===== config.mk =====
export PLATFORM = sky130hd
export DESIGN_NAME = cfgdec_top
export DESIGN_NICKNAME = d
export VERILOG_FILES = /design/src/rtl/cfgdec_pkg.sv /design/src/rtl/cfgdec_win_xlate.sv /design/src/rtl/cfgdec_own_hdr.sv /design/src/rtl/cfgdec_irq_swz.sv /design/src/rtl/cfgdec_top.sv
export SDC_FILE = /design/constraint.sdc
export NUM_CORES = 1
export LEC_CHECK = 0
export BUFFER_PORTS_ARGS = -buffer_cell sky130_fd_sc_hd__buf_2
export CELL_PAD_IN_SITES_DETAIL_PLACEMENT = 2
export CELL_PAD_IN_SITES_GLOBAL_PLACEMENT = 2
export CORE_ASPECT_RATIO = 0.8
export CORE_MARGIN = 1
export CORE_UTILIZATION = 28
export CTS_BUF_LIST = sky130_fd_sc_hd__clkbuf_16
export CTS_CLUSTER_SIZE = 40
export DETAILED_ROUTE_END_ITERATION = 16
export GPL_TIMING_DRIVEN = 0
export PLACE_DENSITY = 0.92
export SYNTH_ARGS = -nofsm -noshare
export SYNTH_HDL_FRONTEND = slang
export SYNTH_SLANG_ARGS = --single-unit

===== constraint.sdc =====
create_clock -name clk -period 4.15 [get_ports clk]
set_input_delay 0.83 -clock clk [delete_from_list [all_inputs] [get_ports clk]]
set_output_delay 0.83 -clock clk [all_outputs]
set_load 0.02 [all_outputs]

===== src/rtl/cfgdec_pkg.sv =====
package cfgdec_pkg;
  typedef enum logic [1:0] {ST_IDLE, ST_CFG, ST_IACK, ST_RESP} cfgdec_st_t;

  // Enabled byte lanes for a CPU access of the given size at the given offset
  function automatic logic [3:0] lane_mask(logic [1:0] size, logic [1:0] ofs);
    logic [3:0] m;
    case (size)
      2'd0:    m = 4'b0001;
      2'd1:    m = 4'b0011;
      default: m = 4'b1111;
    endcase
    return m << ofs;
  endfunction

  function automatic logic [31:0] swap32(logic [31:0] x);
    logic [31:0] r;
    for (int i = 0; i < 4; i++) r[i*8 +: 8] = x[(3-i)*8 +: 8];
    return r;
  endfunction

  function automatic logic [3:0] rev4(logic [3:0] x);
    logic [3:0] r;
    for (int i = 0; i < 4; i++) r[i] = x[3-i];
    return r;
  endfunction

  function automatic logic [31:0] lane_merge(logic [31:0] old, logic [31:0] nw, logic [3:0] be);
    logic [31:0] r;
    for (int i = 0; i < 4; i++) r[i*8 +: 8] = be[i] ? nw[i*8 +: 8] : old[i*8 +: 8];
    return r;
  endfunction
endpackage


===== src/rtl/cfgdec_win_xlate.sv =====
module cfgdec_win_xlate #(
  parameter int WIN_LG = 22
) (
  input  logic              clk,
  input  logic              rst_n,
  input  logic [WIN_LG-3:0] off_dw,
  output logic [4:0]        dev_num,
  output logic [23:0]       xl_addr
);
  localparam int LOW = 11;
  localparam int SEL = WIN_LG - LOW;

  function automatic logic [4:0] first_sel(logic [WIN_LG-3:0] o);
    logic [4:0] r;
    r = 5'(SEL);
    for (int i = SEL - 1; i >= 0; i--) if (o[LOW-2+i]) r = 5'(i);
    return r;
  endfunction

  assign dev_num = first_sel(off_dw);
  assign xl_addr = {8'h00, dev_num, off_dw[8:0], 2'b00};

  // a chosen device number points at a set select bit
  a_r2_sel_bit_set: assert property (@(posedge clk) disable iff (!rst_n)
    (int'(dev_num) < SEL) |-> off_dw[LOW-2+int'(dev_num)]);
  // empty select field maps to the count of select bits
  a_r3_none_set: assert property (@(posedge clk) disable iff (!rst_n)
    (off_dw[WIN_LG-3:LOW-2] == '0) |-> (int'(dev_num) == SEL));
endmodule


===== src/rtl/cfgdec_own_hdr.sv =====
module cfgdec_own_hdr #(
  parameter logic [15:0] VENDOR_ID  = 16'h1F0A,
  parameter logic [15:0] DEVICE_ID  = 16'h4801,
  parameter logic [7:0]  REV_ID     = 8'h00,
  parameter logic [23:0] CLASS_CODE = 24'h060000
) (
  input  logic [5:0]  dw,
  output logic [31:0] data
);
  always_comb begin
    case (dw)
      6'd0:    data = {DEVICE_ID, VENDOR_ID};
      6'd2:    data = {CLASS_CODE, REV_ID};
      6'd3:    data = {8'h00, 8'h00, 8'h10, 8'h08};
      6'd13:   data = 32'h0;
      default: data = 32'h0;
    endcase
  end
endmodule


===== src/rtl/cfgdec_irq_swz.sv =====
module cfgdec_irq_swz #(
  parameter int NUM_SLOTS = 4,
  parameter int FIRST_DEV = 1
) (
  input  logic [NUM_SLOTS*4-1:0] pin_lvl,
  output logic [3:0]             host_irq
);
  function automatic int route(int pin, int dev);
    return (pin + dev) & 1;
  endfunction

  always_comb begin
    host_irq = 4'b0000;
    for (int s = 0; s < NUM_SLOTS; s++)
      for (int p = 0; p < 4; p++)
        if (pin_lvl[s*4+p]) host_irq[route(p, FIRST_DEV + s)] = 1'b1;
  end
endmodule


===== src/rtl/cfgdec_top.sv =====
module cfgdec_top #(
  parameter logic [31:0] WIN_BASE   = 32'h8080_0000,
  parameter int          WIN_LG     = 22,
  parameter logic [31:0] IACK_ADDR  = 32'hBFFF_FFF0,
  parameter logic [31:0] IDX_PORT   = 32'h0000_0CF8,
  parameter logic [31:0] DAT_PORT   = 32'h0000_0CFC,
  parameter int          NUM_SLOTS  = 4,
  parameter int          FIRST_DEV  = 1,
  parameter logic [15:0] VENDOR_ID  = 16'h1F0A,
  parameter logic [15:0] DEVICE_ID  = 16'h4801
) (
  input  logic                   clk,
  input  logic                   rst_n,
  input  logic                   cpu_req,
  input  logic                   cpu_io,
  input  logic                   cpu_we,
  input  logic [31:0]            cpu_addr,
  input  logic [1:0]             cpu_size,
  input  logic [31:0]            cpu_wdata,
  output logic                   cpu_done,
  output logic                   cpu_hit,
  output logic                   cpu_err,
  output logic [31:0]            cpu_rdata,
  output logic                   cfg_valid,
  output logic                   cfg_we,
  output logic [23:0]            cfg_addr,
  output logic [3:0]             cfg_be,
  output logic [31:0]            cfg_wdata,
  input  logic                   cfg_ready,
  input  logic [31:0]            cfg_rdata,
  output logic                   iack_req,
  input  logic                   iack_valid,
  input  logic [7:0]             iack_vector,
  input  logic [NUM_SLOTS*4-1:0] pci_int_lvl,
  output logic [3:0]             host_irq
);
  import cfgdec_pkg::*;

  cfgdec_st_t  st;
  logic        r_we, r_swap;
  logic [23:0] r_addr;
  logic [3:0]  r_be;
  logic [31:0] r_wdata, resp_rdata, idx_reg;
  logic        resp_hit, resp_err;

  // decode of the presented access
  logic        win_hit, idx_hit, dat_hit, iack_hit, cfg_go, tgt_own;
  logic [3:0]  cpu_be, tgt_be;
  logic [23:0] xl_addr, tgt_addr;
  logic [31:0] tgt_wd, hdr_data;
  logic [4:0]  dev_num;

  assign win_hit  = !cpu_io && (cpu_addr[31:WIN_LG] == WIN_BASE[31:WIN_LG]);
  assign idx_hit  = cpu_io && (cpu_addr[31:2] == IDX_PORT[31:2]);
  assign dat_hit  = cpu_io && (cpu_addr[31:2] == DAT_PORT[31:2]);
  assign iack_hit = !cpu_io && !cpu_we && (cpu_addr == IACK_ADDR);
  assign cpu_be   = lane_mask(cpu_size, cpu_addr[1:0]);
  assign tgt_addr = win_hit ? xl_addr : {idx_reg[23:2], 2'b00};
  assign tgt_be   = win_hit ? cpu_be : rev4(cpu_be);
  assign tgt_wd   = win_hit ? cpu_wdata : swap32(cpu_wdata);
  assign tgt_own  = (tgt_addr[23:8] == 16'h0);
  assign cfg_go   = win_hit || (dat_hit && idx_reg[31]);

  cfgdec_win_xlate #(.WIN_LG(WIN_LG)) u_xlate (
    .clk(clk), .rst_n(rst_n), .off_dw(cpu_addr[WIN_LG-1:2]),
    .dev_num(dev_num), .xl_addr(xl_addr)
  );

  cfgdec_own_hdr #(.VENDOR_ID(VENDOR_ID), .DEVICE_ID(DEVICE_ID)) u_hdr (
    .dw(tgt_addr[7:2]), .data(hdr_data)
  );

  cfgdec_irq_swz #(.NUM_SLOTS(NUM_SLOTS), .FIRST_DEV(FIRST_DEV)) u_swz (
    .pin_lvl(pci_int_lvl), .host_irq(host_irq)
  );

  // named internal events for the checks below
  logic ev_accept, ev_dis, ev_iack_err, ev_unmapped;
  assign ev_accept   = (st == ST_IDLE) && cpu_req;
  assign ev_dis      = ev_accept && dat_hit && !idx_reg[31];
  assign ev_iack_err = ev_accept && iack_hit && (cpu_size != 2'd0);
  assign ev_unmapped = ev_accept && !(win_hit || idx_hit || dat_hit || iack_hit);

  always_ff @(posedge clk) begin
    if (!rst_n) begin
      st         <= ST_IDLE;
      r_we       <= 1'b0;
      r_swap     <= 1'b0;
      r_addr     <= '0;
      r_be       <= '0;
      r_wdata    <= '0;
      resp_rdata <= '0;
      resp_hit   <= 1'b0;
      resp_err   <= 1'b0;
      idx_reg    <= '0;
    end else begin
      case (st)
        ST_IDLE: if (cpu_req) begin
          resp_err   <= 1'b0;
          resp_hit   <= 1'b1;
          resp_rdata <= '0;
          r_we       <= cpu_we;
          r_swap     <= !win_hit;
          r_addr     <= tgt_addr;
          r_be       <= tgt_be;
          r_wdata    <= tgt_wd;
          if (cfg_go) begin
            if (tgt_own) begin
              if (!cpu_we) resp_rdata <= win_hit ? hdr_data : swap32(hdr_data);
              st <= ST_RESP;
            end else begin
              st <= ST_CFG;
            end
          end else if (dat_hit) begin
            resp_rdata <= '1;
            st         <= ST_RESP;
          end else if (idx_hit) begin
            if (cpu_we) idx_reg <= lane_merge(idx_reg, swap32(cpu_wdata), rev4(cpu_be));
            else        resp_rdata <= swap32(idx_reg);
            st <= ST_RESP;
          end else if (iack_hit) begin
            if (cpu_size == 2'd0) begin
              st <= ST_IACK;
            end else begin
              resp_err   <= 1'b1;
              resp_rdata <= '1;
              st         <= ST_RESP;
            end
          end else begin
            resp_hit   <= 1'b0;
            resp_rdata <= '1;
            st         <= ST_RESP;
          end
        end
        ST_CFG: if (cfg_ready) begin
          resp_rdata <= r_we ? 32'h0 : (r_swap ? swap32(cfg_rdata) : cfg_rdata);
          st         <= ST_RESP;
        end
        ST_IACK: if (iack_valid) begin
          resp_rdata <= {24'h0, iack_vector};
          st         <= ST_RESP;
        end
        default: st <= ST_IDLE;
      endcase
    end
  end

  assign cpu_done  = (st == ST_RESP);
  assign cpu_hit   = resp_hit;
  assign cpu_err   = resp_err;
  assign cpu_rdata = resp_rdata;
  assign cfg_valid = (st == ST_CFG);
  assign cfg_we    = r_we;
  assign cfg_addr  = r_addr;
  assign cfg_be    = r_be;
  assign cfg_wdata = r_wdata;
  assign iack_req  = (st == ST_IACK);

  // completion strobe lasts one cycle
  a_r1_done_pulse: assert property (@(posedge clk) disable iff (!rst_n)
    cpu_done |=> !cpu_done);
  // disabled data port produces no request and reads all ones
  a_r7_disabled_quiet: assert property (@(posedge clk) disable iff (!rst_n)
    ev_dis |=> (!cfg_valid && cpu_done && cpu_rdata == 32'hFFFF_FFFF));
  // acknowledge request held until the vector arrives
  a_r8_iack_hold: assert property (@(posedge clk) disable iff (!rst_n)
    (iack_req && !iack_valid) |=> iack_req);
  // oversize acknowledge read raises error without an acknowledge
  a_r9_iack_size: assert property (@(posedge clk) disable iff (!rst_n)
    ev_iack_err |=> (!iack_req && cpu_err));
  // unmapped access completes without acknowledge and without side cycles
  a_r10_unmapped: assert property (@(posedge clk) disable iff (!rst_n)
    ev_unmapped |=> (cpu_done && !cpu_hit && !cfg_valid && !iack_req));
  // request held stable while not ready
  a_r13_hold: assert property (@(posedge clk) disable iff (!rst_n)
    (cfg_valid && !cfg_ready) |=> (cfg_valid && $stable(cfg_addr) && $stable(cfg_be)
                                   && $stable(cfg_we) && $stable(cfg_wdata)));
  // response after a downstream cycle only once ready was seen
  a_r13_done_after_ready: assert property (@(posedge clk) disable iff (!rst_n)
    (cpu_done && $past(cfg_valid)) |-> $past(cfg_ready));
endmodule


==> impl_metrics.ini <==
[status]
status = complete, no violations

[setup_path]
cp-start-kind = register
crit_fanout = 10
arrival_ns = 3.82
crit_path_end_kind = register
worstSetupPathType = register to register
required_ns = 4.49

[final_layout]
fin_area_um2 = 8810
multiInputGateArea_um2 = 3850
n_fill_cell = 2782
regArea_um2 = 2560
final_util_pct = 37.5
area_growth_syn_to_layout_pct = 30.8
drive_above_1_share_pct = 25.9
nNetsFinal = 1227

[die]
num_rows = 50
coreArea_um2 = 23500
dieArea_um2 = 24700
start_util_pct = 28.7
dieWidth_um = 175
chipHeight_um = 141
ios = 231

[sta]
clock_skew_ns = 0.0149
hold_violations = 0
period_needed_ns = 3.49
tns_ns = 0
tightest_slew_ns = 1.07
finalMaxSlewViolations = 0
setup_viol = 0
hold_ws_ns = 0.469
fmax_mhz = 287
worst_slack_ns = 0.662
fin_crit_sh_pct = 84.0
relSlewSlack_pct = 28.4
rsz0062_at_grt = no

[global_routing]
antenna_found_initial = 2
grt_pass1_wl_um = 52900
grt_usage_pct = 28.7
gr-total-overflow = 0
grt_pass1_vias = 8788
grt_start_max_net_pins = 17

[placement]
gp_congestion = 0.900
pre_cts_ws_ns = 0.463
io_buffers = 224
dp_hpwl_um = 26200
place_area_um2 = 8260

[routing]
drc = 0
drt_iter0_markers = 419
antenna_left = 0
post_drt_wl_per_cell_um = 24.9
wl_um = 35300
drtPass1Iterations = 5
vias = 7977
via_per_inst = 5.62

[cts]
cts.repair.resized = 0
clk_pin_slew_ns = 0.06
cts_tree = yes
postCtsSetupRepairBufs = 0
cts_made_buffers = 17
hold_buffers = 0
clock-sinks = 128
clk_latency_ns = 0.46
htree_levels = 4
cts_root_buffer = clkbuf_16
cts_buffer_depth = 2

[run]
max_cap_violations = 0

[logic_synthesis]
synth_warnings = 0
async_flop_share_pct = 0
ys_seq_area_share_pct = 38.0
yosysUniqueCellTypes = 64
synth_top_flop_cell = dfxtp_1
netlist_area_um2 = 6740
netlist_instances = 847
synth_edf_count = 0
synth_area_per_cell_um2 = 7.96
ys_ff_latch = 128

[pwr]
powerDensity_nw_per_um2 = 618
leakagePower_uw = 0.00397
vdd_ir_drop_max_v = 0.000315

[min_path]
hold_class = register to register
## worst max-delay path, cell delays in order (launching register included)
cell	delay, ns
dfxtp_1	0.45
inv_1	0.12
ha_1	0.23
clkbuf_1	0.23
nand2b_1	0.13
o221ai_1	0.31
nor2_1	0.53
clkbuf_1	0.43
clkbuf_1	0.45
o21ai_0	0.22
nor2_1	0.16
a21oi_1	0.09
## path summary, 6_finish.rpt
check,slack [ns],start,end,depth (start not counted)
setup / recovery,0.66,st[0]$_SDFFE_PN0P_,cpu_rdata[18]$_SDFFE_PN0P_,11
hold / removal,0.47,cfg_be[3]$_SDFFE_PN0P_,cfg_be[3]$_SDFFE_PN0P_,2
setup reg to reg,0.66,st[0]$_SDFFE_PN0P_,cpu_rdata[18]$_SDFFE_PN0P_,11
hold reg to reg,0.47,cfg_be[3]$_SDFFE_PN0P_,cfg_be[3]$_SDFFE_PN0P_,2
## cells in the mapped netlist, types with 9 or more instances
library cell / number / area, µm²
a21o_1: 15 / 113
a21oi_1: 49 / 245
a311oi_1: 43 / 377
a31oi_1: 10 / 62.6
and3_1: 11 / 68.8
clkbuf_1: 56 / 210
dfxtp_1: 128 / 2560
mux2i_1: 64 / 641
nand2_1: 147 / 552
nand4_1: 9 / 56.3
nor2_1: 115 / 432
nor3_1: 14 / 70.1
nor4_1: 14 / 87.6
o21ai_0: 47 / 235
o221a_1: 10 / 113
or3_1: 9 / 56.3
## area by class of cell
type                            count  share of cell area, %
Multi-Input combinational cell    644                   43.7
Sequential cell                   128                   29.1
Timing Repair Buffer              224                   12.7
Clock buffer                       17                   4.83
Tap cell                          312                   4.43
Buffer                             71                   3.55
Clock inverter                     15                   1.38
Inverter                            7                  0.298
Antenna cell                        2                 0.0568
## cells by family (layout without fill, tap and decap cells)
logic type	after synthesis	after routing	synth area share, %
and+or+nand+nor	351	351	23.5
AOI/OAI and AO/OA	214	214	22.0
DFF	128	128	38.0
buffers and inverters	78	334	5.03
muxes	68	68	10.2
adders and majority gates	5	5	0.928
xor gates and xnor gates	2	2	0.260
other	1	6	0.0556
## cell usage in the layout (no fill, tap or decap), types with 4 or more instances in the layout
master | Yosys | routed
clkbuf_16 | 0 | 17
dfxtp_1 | 128 | 128
nor2_1 | 115 | 115
or3_1 | 9 | 9
clkinvlp_4 | 0 | 4
a31oi_1 | 10 | 10
buf_2 | 4 | 228
ha_1 | 5 | 5
a21oi_1 | 49 | 49
nand3_1 | 6 | 6
mux2_2 | 4 | 4
o21ai_0 | 47 | 47
nand4_1 | 9 | 9
o221a_1 | 10 | 10
a211oi_1 | 6 | 6
nor4_1 | 14 | 14
nor3_1 | 14 | 14
o31a_1 | 4 | 4
mux2i_1 | 64 | 64
a21boi_1 | 4 | 4
a21o_1 | 15 | 15
conb_1 | 1 | 4
clkbuf_1 | 56 | 56
inv_1 | 6 | 7
nand2_1 | 147 | 147
o221a_2 | 4 | 4
or4_1 | 4 | 4
and3_1 | 11 | 11
a311oi_1 | 43 | 43
buf_4 | 5 | 5
## report_power, final
| group | leakage [µW] | internal [µW] | switching [µW] |
|---|---|---|---|
| Clock | 0.000262 | 816 | 646 |
| Combinational | 0.00266 | 747 | 1550 |
| Sequential | 0.00105 | 1510 | 180 |
## metrics by stage
step / std cells / power [µW]
after floorplan: 850 / 3050
after detailed placement: 1386 / 3920
after CTS: 1418 / 5440
after global placement: 1386 / 3830
final: 1420 / 5450
after global routing: 1420 / 5700
## metal layers
| metal | GRT usage, % | vias up | part of all wire [%] |
|---|---|---|---|
| met3 | 6.93 | 117 | 6.1 |
| met1 | 35.3 | 3979 | 43 |
| met2 | 46.5 | 332 | 46 |
| met5 | 0 | - | 0 |
| met4 | 15.1 | 0 | 4.7 |
| li1 | - | 3549 | - |
Power figures use the tool's default switching activity.
